`src/rtl/hwtime_pkg.sv`:
```
package hwtime_pkg;
  typedef enum logic [2:0] {
    RS_IDLE,
    RS_HI_FIRST,
    RS_LO_MID,
    RS_HI_SECOND,
    RS_CMP
  } rd_state_e;
endpackage

```
`src/rtl/hwtime_tick.sv`:
```
module hwtime_tick #(
  parameter int DIV  = 8,
  parameter int SYNC = 2
) (
  input  logic clk,
  input  logic rst_n,
  input  logic clk_sel,
  input  logic ext_tick,
  input  logic restart,
  output logic tick_o
);
  localparam int PW = (DIV > 1) ? $clog2(DIV) : 1;
  localparam logic [PW-1:0] PRE_LAST = PW'(DIV - 1);

  logic [PW-1:0]   pre_q;
  logic [SYNC-1:0] sync_q;
  logic            prev_q;
  logic            div_tick;
  logic            ext_rise;

  assign div_tick = (pre_q == PRE_LAST) && !restart;
  assign ext_rise = sync_q[SYNC-1] && !prev_q;
  assign tick_o   = clk_sel ? ext_rise : div_tick;

  always_ff @(posedge clk or negedge rst_n) begin
    if (!rst_n) begin
      pre_q <= '0;
    end else if (restart || pre_q == PRE_LAST) begin
      pre_q <= '0;
    end else begin
      pre_q <= pre_q + 1'b1;
    end
  end

  generate
    if (SYNC == 1) begin : g_sync1
      always_ff @(posedge clk or negedge rst_n) begin
        if (!rst_n) sync_q <= '0;
        else        sync_q <= ext_tick;
      end
    end else begin : g_syncn
      always_ff @(posedge clk or negedge rst_n) begin
        if (!rst_n) sync_q <= '0;
        else        sync_q <= {sync_q[SYNC-2:0], ext_tick};
      end
    end
  endgenerate

  always_ff @(posedge clk or negedge rst_n) begin
    if (!rst_n) prev_q <= 1'b0;
    else        prev_q <= sync_q[SYNC-1];
  end

  // Independent gap counter: cycles since the last divided tick or restart.
  logic [PW:0] gap_q;
  always_ff @(posedge clk or negedge rst_n) begin
    if (!rst_n)                    gap_q <= '0;
    else if (div_tick || restart)  gap_q <= '0;
    else if (gap_q != '1)          gap_q <= gap_q + 1'b1;
  end

  assert_div_gap_R2: assert property (@(posedge clk) disable iff (!rst_n)
    div_tick |-> (gap_q == (PW+1)'(DIV - 1)));

  assert_ext_single_R3: assert property (@(posedge clk) disable iff (!rst_n)
    ext_rise |=> !ext_rise);
endmodule

```
`src/rtl/hwtime_count.sv`:
```
module hwtime_count #(
  parameter int HALF_W = 32
) (
  input  logic              clk,
  input  logic              rst_n,
  input  logic              step,
  input  logic              wr_lo_en,
  input  logic [HALF_W-1:0] wr_lo_data,
  input  logic              wr_hi_en,
  input  logic [HALF_W-1:0] wr_hi_data,
  input  logic              rd_lo_en,
  input  logic              rd_hi_en,
  output logic [HALF_W-1:0] rd_lo_data,
  output logic [HALF_W-1:0] rd_hi_data,
  output logic [HALF_W-1:0] lo_q,
  output logic [HALF_W-1:0] hi_q
);
  localparam int FULL_W = 2 * HALF_W;

  function automatic logic [FULL_W-1:0] bump(input logic [HALF_W-1:0] hi,
                                             input logic [HALF_W-1:0] lo);
    return {hi, lo} + FULL_W'(1);
  endfunction

  logic              any_wr;
  logic              count_en;
  logic              lo_wrap;
  logic [FULL_W-1:0] next_full;

  assign any_wr    = wr_lo_en || wr_hi_en;
  assign count_en  = step && !any_wr;
  assign lo_wrap   = count_en && (lo_q == '1);
  assign next_full = bump(hi_q, lo_q);

  always_ff @(posedge clk or negedge rst_n) begin
    if (!rst_n) begin
      lo_q <= '0;
      hi_q <= '0;
    end else if (any_wr) begin
      if (wr_lo_en) lo_q <= wr_lo_data;
      if (wr_hi_en) hi_q <= wr_hi_data;
    end else if (count_en) begin
      {hi_q, lo_q} <= next_full;
    end
  end

  always_ff @(posedge clk or negedge rst_n) begin
    if (!rst_n) begin
      rd_lo_data <= '0;
      rd_hi_data <= '0;
    end else begin
      if (rd_lo_en) rd_lo_data <= lo_q;
      if (rd_hi_en) rd_hi_data <= hi_q;
    end
  end

  assert_lo_write_keeps_hi_R4: assert property (@(posedge clk) disable iff (!rst_n)
    (wr_lo_en && !wr_hi_en) |=> (hi_q == $past(hi_q)));

  assert_carry_R6: assert property (@(posedge clk) disable iff (!rst_n)
    lo_wrap |=> (lo_q == '0) && (hi_q == $past(hi_q) + 1'b1));

  assert_read_latency_R5: assert property (@(posedge clk) disable iff (!rst_n)
    rd_lo_en |=> (rd_lo_data == $past(lo_q)));

  assert_idle_hold_R2: assert property (@(posedge clk) disable iff (!rst_n)
    (!step && !any_wr) |=> (lo_q == $past(lo_q)) && (hi_q == $past(hi_q)));
endmodule

```
`src/rtl/hwtime_snap.sv`:
```
module hwtime_snap
  import hwtime_pkg::*;
#(
  parameter int HALF_W = 32
) (
  input  logic                  clk,
  input  logic                  rst_n,
  input  logic                  req,
  input  logic [HALF_W-1:0]     lo_in,
  input  logic [HALF_W-1:0]     hi_in,
  output logic                  done,
  output logic [2*HALF_W-1:0]   value
);
  function automatic logic halves_agree(input logic [HALF_W-1:0] a,
                                        input logic [HALF_W-1:0] b);
    return a == b;
  endfunction

  function automatic logic [2*HALF_W-1:0] join_words(input logic [HALF_W-1:0] hi,
                                                     input logic [HALF_W-1:0] lo);
    return {hi, lo};
  endfunction

  rd_state_e         state_q;
  logic [HALF_W-1:0] hi_a_q, lo_m_q, hi_b_q;
  logic              pair_ok;

  assign pair_ok = halves_agree(hi_a_q, hi_b_q);

  always_ff @(posedge clk or negedge rst_n) begin
    if (!rst_n) begin
      state_q <= RS_IDLE;
      hi_a_q  <= '0;
      lo_m_q  <= '0;
      hi_b_q  <= '0;
      done    <= 1'b0;
      value   <= '0;
    end else begin
      done <= 1'b0;
      case (state_q)
        RS_IDLE: if (req) state_q <= RS_HI_FIRST;
        RS_HI_FIRST: begin
          hi_a_q  <= hi_in;
          state_q <= RS_LO_MID;
        end
        RS_LO_MID: begin
          lo_m_q  <= lo_in;
          state_q <= RS_HI_SECOND;
        end
        RS_HI_SECOND: begin
          hi_b_q  <= hi_in;
          state_q <= RS_CMP;
        end
        RS_CMP: begin
          if (pair_ok) begin
            value   <= join_words(hi_a_q, lo_m_q);
            done    <= 1'b1;
            state_q <= RS_IDLE;
          end else begin
            state_q <= RS_HI_FIRST;
          end
        end
        default: state_q <= RS_IDLE;
      endcase
    end
  end

  assert_done_pulse_R9: assert property (@(posedge clk) disable iff (!rst_n)
    done |=> !done);

  assert_result_match_R8: assert property (@(posedge clk) disable iff (!rst_n)
    done |-> (hi_a_q == hi_b_q) && (value == {hi_b_q, lo_m_q}));

  assert_read_order_R7: assert property (@(posedge clk) disable iff (!rst_n)
    (state_q == RS_HI_FIRST) |=> (state_q == RS_LO_MID));

  assert_busy_ignore_R10: assert property (@(posedge clk) disable iff (!rst_n)
    (state_q == RS_LO_MID && req) |=> (state_q == RS_HI_SECOND));
endmodule

```
`src/rtl/hwtime_core.sv`:
```
module hwtime_core #(
  parameter int HALF_W = 32,
  parameter int DIV    = 8,
  parameter int SYNC   = 2
) (
  input  logic                clk,
  input  logic                rst_n,
  input  logic                clk_sel,
  input  logic                ext_tick,
  input  logic                wr_lo_en,
  input  logic [HALF_W-1:0]   wr_lo_data,
  input  logic                wr_hi_en,
  input  logic [HALF_W-1:0]   wr_hi_data,
  input  logic                rd_lo_en,
  output logic [HALF_W-1:0]   rd_lo_data,
  input  logic                rd_hi_en,
  output logic [HALF_W-1:0]   rd_hi_data,
  input  logic                snap_req,
  output logic                snap_done,
  output logic [2*HALF_W-1:0] snap_value
);
  logic              any_write;
  logic              step;
  logic [HALF_W-1:0] lo_now, hi_now;

  assign any_write = wr_lo_en || wr_hi_en;

  hwtime_tick #(.DIV(DIV), .SYNC(SYNC)) u_tick (
    .clk      (clk),
    .rst_n    (rst_n),
    .clk_sel  (clk_sel),
    .ext_tick (ext_tick),
    .restart  (any_write),
    .tick_o   (step)
  );

  hwtime_count #(.HALF_W(HALF_W)) u_count (
    .clk        (clk),
    .rst_n      (rst_n),
    .step       (step),
    .wr_lo_en   (wr_lo_en),
    .wr_lo_data (wr_lo_data),
    .wr_hi_en   (wr_hi_en),
    .wr_hi_data (wr_hi_data),
    .rd_lo_en   (rd_lo_en),
    .rd_hi_en   (rd_hi_en),
    .rd_lo_data (rd_lo_data),
    .rd_hi_data (rd_hi_data),
    .lo_q       (lo_now),
    .hi_q       (hi_now)
  );

  hwtime_snap #(.HALF_W(HALF_W)) u_snap (
    .clk   (clk),
    .rst_n (rst_n),
    .req   (snap_req),
    .lo_in (lo_now),
    .hi_in (hi_now),
    .done  (snap_done),
    .value (snap_value)
  );
endmodule

```
`config.mk`:
```
export PLATFORM = sky130hd
export DESIGN_NAME = hwtime_core
export DESIGN_NICKNAME = d
export VERILOG_FILES = /design/src/rtl/hwtime_pkg.sv /design/src/rtl/hwtime_tick.sv /design/src/rtl/hwtime_count.sv /design/src/rtl/hwtime_snap.sv /design/src/rtl/hwtime_core.sv
export SDC_FILE = /design/constraint.sdc
export NUM_CORES = 1
export LEC_CHECK = 0
export CAP_MARGIN = 10
export CORE_MARGIN = 2
export CORE_UTILIZATION = 54
export CTS_BUF_LIST = sky130_fd_sc_hd__clkbuf_8
export DETAILED_ROUTE_END_ITERATION = 10
export PLACE_DENSITY = 0.8
export SKIP_LAST_GASP = 1
export SYNTH_ARGS = -nofsm -noshare
export SYNTH_HDL_FRONTEND = slang
export SYNTH_SLANG_ARGS = --single-unit
```
`constraint.sdc`:
```
create_clock -name clk -period 7.1 [get_ports clk]
set_clock_uncertainty 0.1 [all_clocks]
set_input_delay 1.42 -clock clk [delete_from_list [all_inputs] [get_ports clk]]
set_output_delay 1.42 -clock clk [all_outputs]
set_load 0.02 [all_outputs]
```
# Word level (Yosys, flattened, before mapping)
# Index checks and enable logic that the tools add are counted.
[word_totals]
regBits = 298
output_inout_bits = 129
word_cells = 49
[classes]
add_sub_neg = 2
eq_ne = 9
mux = 13
reduce_logical = 12
[op_table]
columns = ["cell", "count"]
rows = [
  ["2-to-1 mux 32 bit", 6],
  ["adder 64 x 1 -> 64 bit, second input constant", 1],
  ["equality test 32 bit", 1],
  ["one-hot mux 3 bit (5 select lines)", 1],
  ["equality test 3 x 2 -> 1 bit, second input constant", 2],
  ["equality test 3 bit, second input constant", 2],
  ["2-to-1 mux 3 bit", 2],
  ["!= test 2 bit, second input constant", 3],
  ["AND reduction 2 bit", 3],
  ["2-to-1 mux 1 bit", 4],
  ["adder 3 x 1 -> 3 bit, second input constant", 1],
  ["equality test 3 x 1 -> 1 bit, second input constant", 1],
  ["logical AND 1 bit", 3],
  ["zero test 3 bit", 1],
  ["zero test 1 bit", 2],
  ["logical OR 1 bit", 2],
  ["nonzero test 2 bit", 1],
]

# Depth between registers and ports, before layout
# Gate-level depths: netlist of run 1.
[depth]
word_depth = 7
ltp_mapped = 9
depth_no_buf = 7

# Cells and area by module
# A second synthesis of run 1 with hierarchy kept.
[unflattened]
cells_unflattened = 1107
hier_area_um2 = 13250.2
[modules_own_cells]
columns = ["module", "n_inst", "cells_each", "area_per_inst_um2", "seq_area_each_um2"]
rows = [
  ["hwtime_snap", 1, 465, 6647.6, 4103.9],
  ["hwtime_count", 1, 627, 6378.6, 3203.1],
  ["hwtime_tick", 1, 14, 217.7, 150.1],
  ["hwtime_core", 1, 1, 6.3, 0.0],
]

# Worst setup path after synthesis of run 1
# No wires, ideal clock.
[synth_path]
path_kind = "input to register"
startpoint = "input wr_lo_en"
endpoint = "register u_count.hi_q[27]"
setup_ps = 125
arrival_time_ps = 3111
t_required_ps = 6875
setup_slack_ps = 3764
path_stages = 6
path_buffers = 1
path_cell_list = "or2_2 clkbuf_1 a21oi_1 nand2_1 nor4_1 mux2_2"
[synth_between]
elab_chain_len = 7
[synth_lines]
columns = ["element", "line", "text"]
rows = [
  ["start, declared", "hwtime_core.sv:10", "input logic wr_lo_en,"],
  ["logical OR 1 bit (*)", "hwtime_count.sv:30, hwtime_core.sv:26", ""],
  ["zero test 1 bit", "hwtime_tick.sv:21, hwtime_count.sv:31", ""],
  ["logical AND 1 bit", "hwtime_tick.sv:21", "assign div_tick = (pre_q == PRE_LAST) && !restart;"],
  ["2-to-1 mux 1 bit", "hwtime_tick.sv:23", "assign tick_o = clk_sel ? ext_rise : div_tick;"],
  ["logical AND 1 bit", "hwtime_count.sv:31", "assign count_en = step && !any_wr;"],
  ["nonzero test 2 bit (no line)", "--", ""],
  ["AND reduction 2 bit (no line)", "--", ""],
  ["end signal, assigned", "hwtime_count.sv:41", "if (wr_hi_en) hi_q <= wr_hi_data;"],
  ["end signal, assigned", "hwtime_count.sv:43", "{hi_q, lo_q} <= next_full;"],
  ["end, declared", "hwtime_count.sv:16", "output logic [HALF_W-1:0] hi_q"],
]
# Every way passes the cells marked *; elsewhere a longest branch is shown, timed or not.
# A chain may end at the register's enable or synchronous reset.

# Worst setup path after layout of run 1
# Same ends and word-level chain as after synthesis.

==> results of run 1 <==
through the flow:
step | cell area [um2] | util | power (mW) | worst slack, ps | instances
2_1_floorplan | 13200 | - | 3.21 | 3760 | 1126
3_3_place_gp | 15500 | 0.643 | 3.64 | 2300 | 1604
3_5_place_dp | 15500 | 0.643 | 3.71 | 2270 | 1604
4_1_cts | 16400 | 0.681 | 5.15 | 2870 | 1690
5_1_grt | 16400 | 0.681 | 5.37 | 2600 | 1690
6_report | 16400 | 0.681 | 5.12 | 2790 | 1690
cells by family after synthesis:
family          synth area share
flops                      0.567
compound gates            0.0747
xor+xnor                  0.0266
fa+ha+maj                0.00285
mux                        0.171
buf+inv                   0.0224
simple gates               0.136
worst max path at each step:
stage | endpoint | slack [ps] | from
final | u_count.hi_q[27] | 2790 | wr_lo_en
after global routing | u_count.hi_q[27] | 2600 | wr_lo_en
after CTS | u_count.hi_q[27] | 2870 | wr_lo_en
after detailed placement | u_count.hi_q[27] | 2270 | wr_lo_en
after global placement | u_count.hi_q[27] | 2300 | wr_lo_en
after floorplan | u_count.hi_q[27] | 3760 | wr_lo_en
layer usage:
layer	share of wire	GRT usage	vias up	routed length [um]
met1	0.40	0.369	4983	14100
met2	0.48	0.445	480	16900
li1	-	-	4481	-
met4	0.039	0.122	0	1380
met3	0.083	0.0584	110	2930
met5	0	0	-	0
area by class of cell:
| cell class | instances | area [um2] | area share |
|---|---|---|---|
| multi-input cells | 751 | 5430 | 0.331 |
| flip-flops and latches | 298 | 7460 | 0.454 |
| clock inverters | 29 | 150 | 0.00914 |
| repair buffers | 216 | 2140 | 0.130 |
| clock buffers | 57 | 785 | 0.0478 |
| inverters | 15 | 56.3 | 0.00343 |
| well taps | 324 | 405 | 0.0247 |
power by group through the flow:
stage | registers, mW | clock network, mW | logic, mW
finish | 2.44 | 1.43 | 1.25
global route | 2.48 | 1.53 | 1.36
CTS | 2.43 | 1.46 | 1.26
detailed placement | 2.46 | 0 | 1.25
global placement | 2.43 | 0 | 1.21
floorplan | 2.39 | 0 | 0.819
placed cells by master, fill, tap and decap left out, types with 6 or more instances in the layout:
cell type        Yosys  routed
clkinv_2             0       6
a21oi_1             36      36
a22oi_1              6       6
clkbuf_8             0      57
a31oi_1              6       6
or4_1                9       9
dfrtp_1            298     298
nor3_1              12      12
o311ai_0             7       7
o211ai_1             6       6
mux2i_1              6       6
o22ai_1             10      10
nor4_1              15      14
nand4_1             39      39
buf_4                0      14
nor2_1              50      49
nand2_1            148     148
nand3_1             45      45
clkdlybuf4s50_1      0     200
inv_1               14      34
o21ai_0             34      34
xnor2_1             35      35
mux2_2             194     194
o31a_1               8       8
o22a_1               6       6
flip-flops by register name, indices dropped and copies added, names as in the netlist, 2 cells and up:
signal	cells
u_snap.state_q	3
u_count.rd_hi_data	32
u_count.hi_q	32
u_snap.hi_b_q	32
u_tick.pre_q	3
u_count.lo_q	32
u_snap.value	64
u_count.rd_lo_data	32
u_tick.sync_q	2
u_snap.hi_a_q	32
u_snap.lo_m_q	32
==> results_dict.tcl, run 1 <==
set metrics [dict create \
    antenna_cells 0 \
    core_area_mm2 0.0241 \
    synth_top_cell_by_area "dfrtp_1" \
    critPathSlowestCell "clkdlybuf4s50_1" \
    grt_util_all_layers 0.277 \
    rrSetupSlack_ps 4100 \
    setup.worst_path.start_class "input pin" \
    path_depth 6 \
    reg2reg_from "u_count.lo_q[0]" \
    arrival_ps 4680 \
    drt_iter0_drc 880 \
    slew_headroom 0.313 \
    cts_root_buf "clkbuf_8" \
    min_period_over_period 0.607 \
    clock_latency_ps 590 \
    post_cts_buffers 0 \
    final_nets 1406 \
    crit_chain "clkdlybuf4s50_1, or2_2, a21oi_1, nand2_1, nor4_1, mux2_2" \
    seqPwrFrac 0.476 \
    htreeDepth 2 \
    min_to "u_tick.sync_q[1]" \
    synth_top_area_frac 0.567 \
    dieWidth_um 160 \
    syn_area_per_cell_um2 11.7 \
    netSwitchingFraction 0.317 \
    ant_nets 0 \
    setup_tns_ps 0 \
    port_buffers 201 \
    wire_per_inst_um 20.9 \
    post_cts_resized 0 \
    drv_cap 0 \
    worst-slew-pin-transition_ps 1020 \
    initial_utilization 0.546 \
    yosysSeqAreaShare 0.567 \
    drc 0 \
    hold_viol 0 \
    drive_above_1_share 0.216 \
    die-area_mm2 0.0256 \
    synth.cell_area_mm2 0.0132 \
    hold_path_class "reg2reg" \
    die_h_um 160 \
    fp-row-count 57 \
    drt-pass1-iter-count 7 \
    grt_start_max_net_pins 163 \
    drt-total-wl_um 35400 \
    cp_max_fo 25 \
    cp.required_ps 7470 \
    intPower_mw 3.50 \
    io_pins 202 \
    cp_top_family "simple AND/OR/NAND/NOR gates" \
    cts_hold_buf 0 \
    p_comb_frac 0.244 \
    crit_path_end_kind "flop" \
    nFillCells 1861 \
    clkTransAtPathRegs_ps 60 \
    synth-edff-count 0 \
    antenna_found_initial 2 \
    cp_slowest_stage_delay_ps 820 \
    hp-start "u_tick.sync_q[0]" \
    fmax_mhz 232 \
    synthTopCellsByCount "298 x dfrtp_1, 194 x mux2_2, 148 x nand2_1" \
    r2r_end "u_count.hi_q[17]" \
    synth.ff_latch_count 298 \
    cts_buffers 48 \
    p_clk_frac 0.280 \
    yosysMostFrequentCell "dfrtp_1" \
    rsz0062_at_grt "no" \
    grt_pass1_wl_um 56100 \
    yosysWarnings 0 \
    netlist_instances 1126 \
    status "complete, no violations" \
    cts_tree "yes" \
    async_reset_ff_frac 1.00 \
    via_count 10054 \
    grt.overflow.total 0 \
    synth_nets 1202 \
    ys_types 58 \
    synth_ff_type "dfrtp_1" \
    holdPathStages 0 \
    gp_congestion 0.908 \
    area_growth_pct 24.8 \
    finalCriticalPeriod_ps 4310 \
    detailed_place_hpwl_um 24200 \
    worstRegToRegCells 5 \
    crit_type "in2reg" \
    vias_per_cell 5.95 \
    setup_violations 0 \
    powerDensity_mw_per_mm2 312 \
    p_sw_mw 1.62 \
    clockBufferDepth 3 \
    first_global_vias 10200 \
    leakage_nw 6.99 \
    cts.sinks 298 \
    slew_viol_final 0 \
    whs_ps 261 \
    crit_buf_inv 1 \
    yosys-top-cells-area "dfrtp_1 57%, mux2_2 17%, nand2_1 4.2%" \
    ir_worst_vdd_uv 201 \
]
No activity file was read; power rests on OpenSTA's default activity.
==> inputs of run 2 (changes only) <==
--- a/config.mk
+++ b/config.mk
@@ -7,10 +7,10 @@
 export LEC_CHECK = 0
 export CAP_MARGIN = 10
 export CORE_MARGIN = 2
-export CORE_UTILIZATION = 54
+export CORE_UTILIZATION = 51
 export CTS_BUF_LIST = sky130_fd_sc_hd__clkbuf_8
 export DETAILED_ROUTE_END_ITERATION = 10
-export PLACE_DENSITY = 0.8
+export PLACE_DENSITY = 0.79
 export SKIP_LAST_GASP = 1
 export SYNTH_ARGS = -nofsm -noshare
 export SYNTH_HDL_FRONTEND = slang
==> constraint.sdc (replaced) <==
create_clock -name clk -period 3.9 [get_ports clk]
set_clock_uncertainty 0.1 [all_clocks]
set_input_delay 0.78 -clock clk [delete_from_list [all_inputs] [get_ports clk]]
set_output_delay 0.78 -clock clk [all_outputs]
set_load 0.02 [all_outputs]
==> run 2 against run 1 <==
Sequential power up 82%. Clock-buffer cell count stayed put. Combinational power up 82%. Clock power up 78%. Core utilization is 2.8 points lower. Die area up 5.7%. Global-route usage down 0.91 points. Power up 81%. Critical path depth is the same. First-iteration DRC count shrank 8.2%. Design area rose by 0.51%. Routed wire length grew 0.14%.
==> results_dict.tcl, run 2 (synthesis results as in run 1) <==
set metrics [dict create \
    rrSetupSlack_ps 1060 \
    largest_register "u_snap.value" \
    nFillCells 1943 \
    clockBufferDepth 3 \
    finalCriticalPeriod_ps 2840 \
    drive_above_1_share 0.220 \
    hold_viol 0 \
    drc 0 \
    first_global_vias 10098 \
    cts.sinks 298 \
    setup_violations 0 \
    grt_start_max_net_pins 79 \
    fin_util 0.654 \
    core_area_mm2 0.0253 \
    seqPwrFrac 0.479 \
    cts_tree "yes" \
    arrival_ps 3210 \
    reg2reg_from "u_count.lo_q[0]" \
    final_nets 1418 \
    intPower_mw 6.31 \
    port_buffers 201 \
    cp_max_fo 8 \
    wl_met3_um 2760 \
    slew_viol_final 0 \
    worst-slew-pin-transition_ps 1030 \
    hold_path_class "in2async" \
    p_sw_mw 2.95 \
    drt-total-wl_um 35400 \
    via_count 9915 \
    dieWidth_um 165 \
    placed_cells 1622 \
    dr_wl_met2_um 17400 \
    initial_utilization 0.521 \
    r2r_end "u_count.hi_q[26]" \
    stdcell_count 1708 \
    setup_tns_ps 0 \
    netSwitchingFraction 0.319 \
    setup.worst_path.start_class "flop" \
    drt_iter0_drc 808 \
    cts_root_buf "clkbuf_8" \
    clkTransAtPathRegs_ps 60 \
    drt-pass1-iter-count 6 \
    crit_path_end_kind "flop" \
    min_period_over_period 0.727 \
    p_comb_frac 0.246 \
    routed.top_layer "met5" \
    powerDensity_mw_per_mm2 561 \
    grt.overflow.total 0 \
    whs_ps 80.0 \
    rsz0062_at_grt "no" \
    crit_type "reg2reg" \
    cts_hold_buf 0 \
    p_clk_frac 0.276 \
    post_cts_buffers 0 \
    ir_worst_vdd_uv 375 \
    die_h_um 165 \
    cp.required_ps 4280 \
    wire_per_inst_um 20.8 \
    post_cts_resized 0 \
    htreeDepth 2 \
    layout_common_cells "298 x dfrtp_1, 200 x clkdlybuf4s50_1, 194 x mux2_2" \
    fmax_mhz 353 \
    final_common_cell "dfrtp_1" \
    drt-met1-wl_um 14200 \
    antenna_found_initial 4 \
    area_growth_pct 25.5 \
    leakage_nw 7.05 \
    grt_pass1_wl_um 56400 \
    ant_nets 0 \
    status "complete, no violations" \
    vias_per_cell 5.81 \
    cts_buffers 48 \
    drv_cap 0 \
    io_pins 202 \
    clock_latency_ps 580 \
    slew_headroom 0.309 \
    grt_util_all_layers 0.268 \
    detailed_place_hpwl_um 24300 \
    largest_reg_flops 64 \
    fp-row-count 58 \
    p_total_mw 9.27 \
    worstRegToRegCells 6 \
    gp_congestion 0.906 \
    die-area_mm2 0.0271 \
]
==> run 2: changes by cell type in the layout (fill, tap and decap cells not counted), sizes merged <==
cell and change:
buf +12, bufinv -1, clkinv -4, clkinvlp -2, diode +2, inv +5
==> run 2: worst max-delay path by stage <==
stage | startpoint | endpoint | depth (start not counted)
detailed placement | wr_hi_en | u_count.hi_q[27] | 7
global placement | wr_lo_en | u_count.hi_q[27] | 7
floorplan | wr_lo_en | u_count.hi_q[27] | 6
finish | u_count.lo_q[0] | u_count.hi_q[26] | 6
CTS | u_count.lo_q[0] | u_count.hi_q[26] | 6
global route | u_count.lo_q[0] | u_count.hi_q[26] | 6
==> run 2: area by class of cell <==
cell class,count,area (um2),share of cell area
multi-input cells,751,5430,0.329
inverters,15,56.3,0.00341
clock inverters,27,119,0.00720
repair buffers,228,2240,0.136
diodes,2,5.00,0.000303
flip-flops and latches,298,7460,0.452
clock buffers,57,785,0.0475
well taps,330,413,0.0250
==> run 2: critical path: stages, from the launching register on <==
cell	delay [ps]
dfrtp_1	460
ha_1	270
nand3_1	170
nor4_1	600
nand4_1	440
or3_1	460
a31o_2	240
==> run 2: layer usage <==
metal  GRT usage  up-vias
met5           0        -
met4      0.0968        2
met3      0.0620       78
met2       0.439      414
met1       0.352     4902
li1            -     4519
==> run 2: per-stage QoR <==
stage	area, um2	setup WS [ps]
after global routing	16500	884
final	16500	1060
after global placement	15600	778
after CTS	16500	1120
after floorplan	13200	1200
after detailed placement	15600	741
==> run 2: power by group through the flow <==
| stage | Sequential, mW | Combinational [mW] | Clock [mW] |
|---|---|---|---|
| final | 4.44 | 2.28 | 2.55 |
| after global routing | 4.53 | 2.49 | 2.75 |
| after CTS | 4.43 | 2.30 | 2.60 |
| after detailed placement | 4.48 | 2.27 | 0 |
| after global placement | 4.43 | 2.21 | 0 |
| after floorplan | 4.35 | 1.49 | 0 |
==> inputs of run 3 (changes only) <==
--- a/config.mk
+++ b/config.mk
@@ -7,10 +7,10 @@
 export LEC_CHECK = 0
 export CAP_MARGIN = 10
 export CORE_MARGIN = 2
-export CORE_UTILIZATION = 51
+export CORE_UTILIZATION = 54
 export CTS_BUF_LIST = sky130_fd_sc_hd__clkbuf_8
 export DETAILED_ROUTE_END_ITERATION = 10
-export PLACE_DENSITY = 0.79
+export PLACE_DENSITY = 0.8
 export SKIP_LAST_GASP = 1
 export SYNTH_ARGS = -nofsm -noshare
 export SYNTH_HDL_FRONTEND = slang
==> constraint.sdc (replaced) <==
create_clock -name clk -period 2.8 [get_ports clk]
set_clock_uncertainty 0.1 [all_clocks]
set_input_delay 0.56 -clock clk [delete_from_list [all_inputs] [get_ports clk]]
set_output_delay 0.56 -clock clk [all_outputs]
set_load 0.02 [all_outputs]
==> run 3 against run 2 <==
Via count is 2.9% higher. Global-route usage is 1.3 points higher. Non-clock buffer count is 32 higher. Core utilization is 5.1 points higher. Sequential share of layout area is 1.2 points lower. Hold slack better by 170 ps. Routed wire length is 1.1% higher. First-iteration DRC count is 1.4% higher. Clock-buffer cell count is 14 higher. Cell count is 1.9% higher. Clock power is 60% higher. Power is 45% higher. Critical path type unchanged. Largest cell class unchanged.
==> results_dict.tcl, run 3 (synthesis results as in run 1) <==
set metrics [dict create \
    drc 0 \
    finalCriticalPeriod_ps 2520 \
    grt_start_max_net_pins 74 \
    ir_worst_vdd_uv 643 \
    setup_tns_ps 0 \
    intPower_mw 9.33 \
    min_period_over_period 0.899 \
    largest_reg_flops 64 \
    p_comb_frac 0.244 \
    die-area_mm2 0.0256 \
    slew_headroom 0.301 \
    post_cts_resized 0 \
    cp_max_fo 9 \
    final_common_cell "dfrtp_1" \
    fp-row-count 57 \
    leakage_nw 7.27 \
    clockBufferDepth 3 \
    placed_cells 1647 \
    grt.overflow.total 0 \
    drive_above_1_share 0.251 \
    ant_nets 0 \
    hold_viol 0 \
    antenna_found_initial 3 \
    htreeDepth 2 \
    drt_iter0_drc 819 \
    drt-total-wl_um 35800 \
    area_growth_pct 29.0 \
    grt_util_all_layers 0.281 \
    clock_latency_ps 560 \
    p_clk_frac 0.302 \
    seqPwrFrac 0.454 \
    layout_common_cells "298 x dfrtp_1, 200 x clkdlybuf4s50_1, 194 x mux2_2" \
    cts_hold_buf 1 \
    crit_path_end_kind "flop" \
    setup.worst_path.start_class "flop" \
    multiInputGateArea_mm2 0.00543 \
    wire_per_inst_um 20.6 \
    slew_viol_final 0 \
    regArea_mm2 0.00746 \
    critPathSlowestCell "dfrtp_1" \
    cp_slowest_stage_delay_ps 530 \
    p_sw_mw 4.14 \
    hold_path_class "reg2reg" \
    via_count 10206 \
    cp_common_cell "nor4_1" \
    post_cts_buffers 0 \
    worst-slew-pin-transition_ps 1040 \
    core_area_mm2 0.0241 \
    drv_cap 0 \
    nFillCells 1804 \
    largest_register "u_snap.value" \
    netSwitchingFraction 0.307 \
    stdcell_count 1741 \
    drt-pass1-iter-count 5 \
    initial_utilization 0.546 \
    cts_root_buf "clkbuf_8" \
    rsz0062_at_grt "no" \
    arrival_ps 2860 \
    clkTransAtPathRegs_ps 60 \
    port_buffers 201 \
    cts_buffers 49 \
    crit_type "reg2reg" \
    cts_tree "yes" \
    fmax_mhz 397 \
    status "complete, no violations" \
    dieWidth_um 160 \
    grt_pass1_wl_um 57000 \
    final_nets 1451 \
    powerDensity_mw_per_mm2 794 \
    detailed_place_hpwl_um 25300 \
    crit_chain "nand4_1, nor4_1, buf_4, nand2_1, nor4_1, mux2_2" \
    first_global_vias 10430 \
    io_pins 202 \
    setup_violations 0 \
    cts.sinks 298 \
    die_h_um 160 \
    vias_per_cell 5.86 \
    gp_congestion 0.906 \
    cp.required_ps 3150 \
]
-- run 3: changes by cell type in the layout (fill, tap and decap cells not counted) --
| cell | previous run | this run |
|---|---|---|
| buf_4 | 25 | 53 |
| clkinvlp_4 | 0 | 2 |
| dlygate4sd3_1 | 0 | 1 |
| inv_6 | 3 | 0 |
| diode_2 | 2 | 1 |
| inv_1 | 36 | 22 |
| clkbuf_8 | 57 | 71 |
| clkinv_2 | 2 | 10 |
| bufinv_16 | 0 | 1 |
| buf_12 | 2 | 5 |
-- run 3: final timing paths --
path	startpoint	endpoint	slack [ps]	cells past startpoint
worst max register to register	u_count.hi_q[3]	u_count.hi_q[27]	280	6
min in group asynchronous	rst_n	u_snap.hi_a_q[20]	460	2
worst min register to register	u_tick.sync_q[0]	u_tick.sync_q[1]	250	0
max in group asynchronous	rst_n	u_snap.lo_m_q[11]	1360	3
worst max-delay path	u_count.hi_q[3]	u_count.hi_q[27]	280	6
worst min-delay path	u_tick.sync_q[0]	u_tick.sync_q[1]	250	0
-- run 3: layout make-up --
| cell class | instances | area share |
|---|---|---|
| Clock inverter | 21 | 0.00737 |
| Timing Repair Buffer | 260 | 0.149 |
| Multi-Input combinational cell | 751 | 0.320 |
| Antenna cell | 1 | 0.000147 |
| Tap cell | 324 | 0.0239 |
| Inverter | 15 | 0.00332 |
| Clock buffer | 71 | 0.0576 |
| Sequential cell | 298 | 0.439 |
-- run 3: per-layer routing --
layer | GRT usage | routed length (um) | part of all wire | up-vias
li1 | - | - | - | 4590
met1 | 0.366 | 14300 | 0.40 | 5072
met2 | 0.460 | 17400 | 0.49 | 459
met3 | 0.0662 | 2960 | 0.083 | 83
met4 | 0.111 | 1100 | 0.031 | 2
met5 | 0 | 15 | 0.00042 | -
-- run 3: power by group through the flow --
stage | sequential, mW | clock, mW | combinational, mW
3_5_place_dp | 6.18 | 0 | 3.28
2_1_floorplan | 6.06 | 0 | 2.08
3_3_place_gp | 6.12 | 0 | 3.17
6_report | 6.12 | 4.07 | 3.28
4_1_cts | 6.11 | 4.14 | 3.31
5_1_grt | 6.25 | 4.33 | 3.56
-- run 3: critical path, delay by kind of cell (launching register included) --
kind                   cells  cell delay [ps]
flip-flops                 1              530
AND/OR/NAND/NOR            4             1230
multiplexers               1              380
buffers and inverters      1              180
-- run 3: through the flow --
step                setup WS [ps]  utilization  power (mW)  hold slack [ps]  instance area [um2]
floorplan                     324            -        8.14              164                13200
global placement              124        0.658        9.29              242                15900
detailed placement           77.1        0.658        9.45              244                15900
CTS                           349        0.704        13.6              258                17000
global route                  130        0.704        14.1              265                17000
finish                        282        0.704        13.5              254                17000
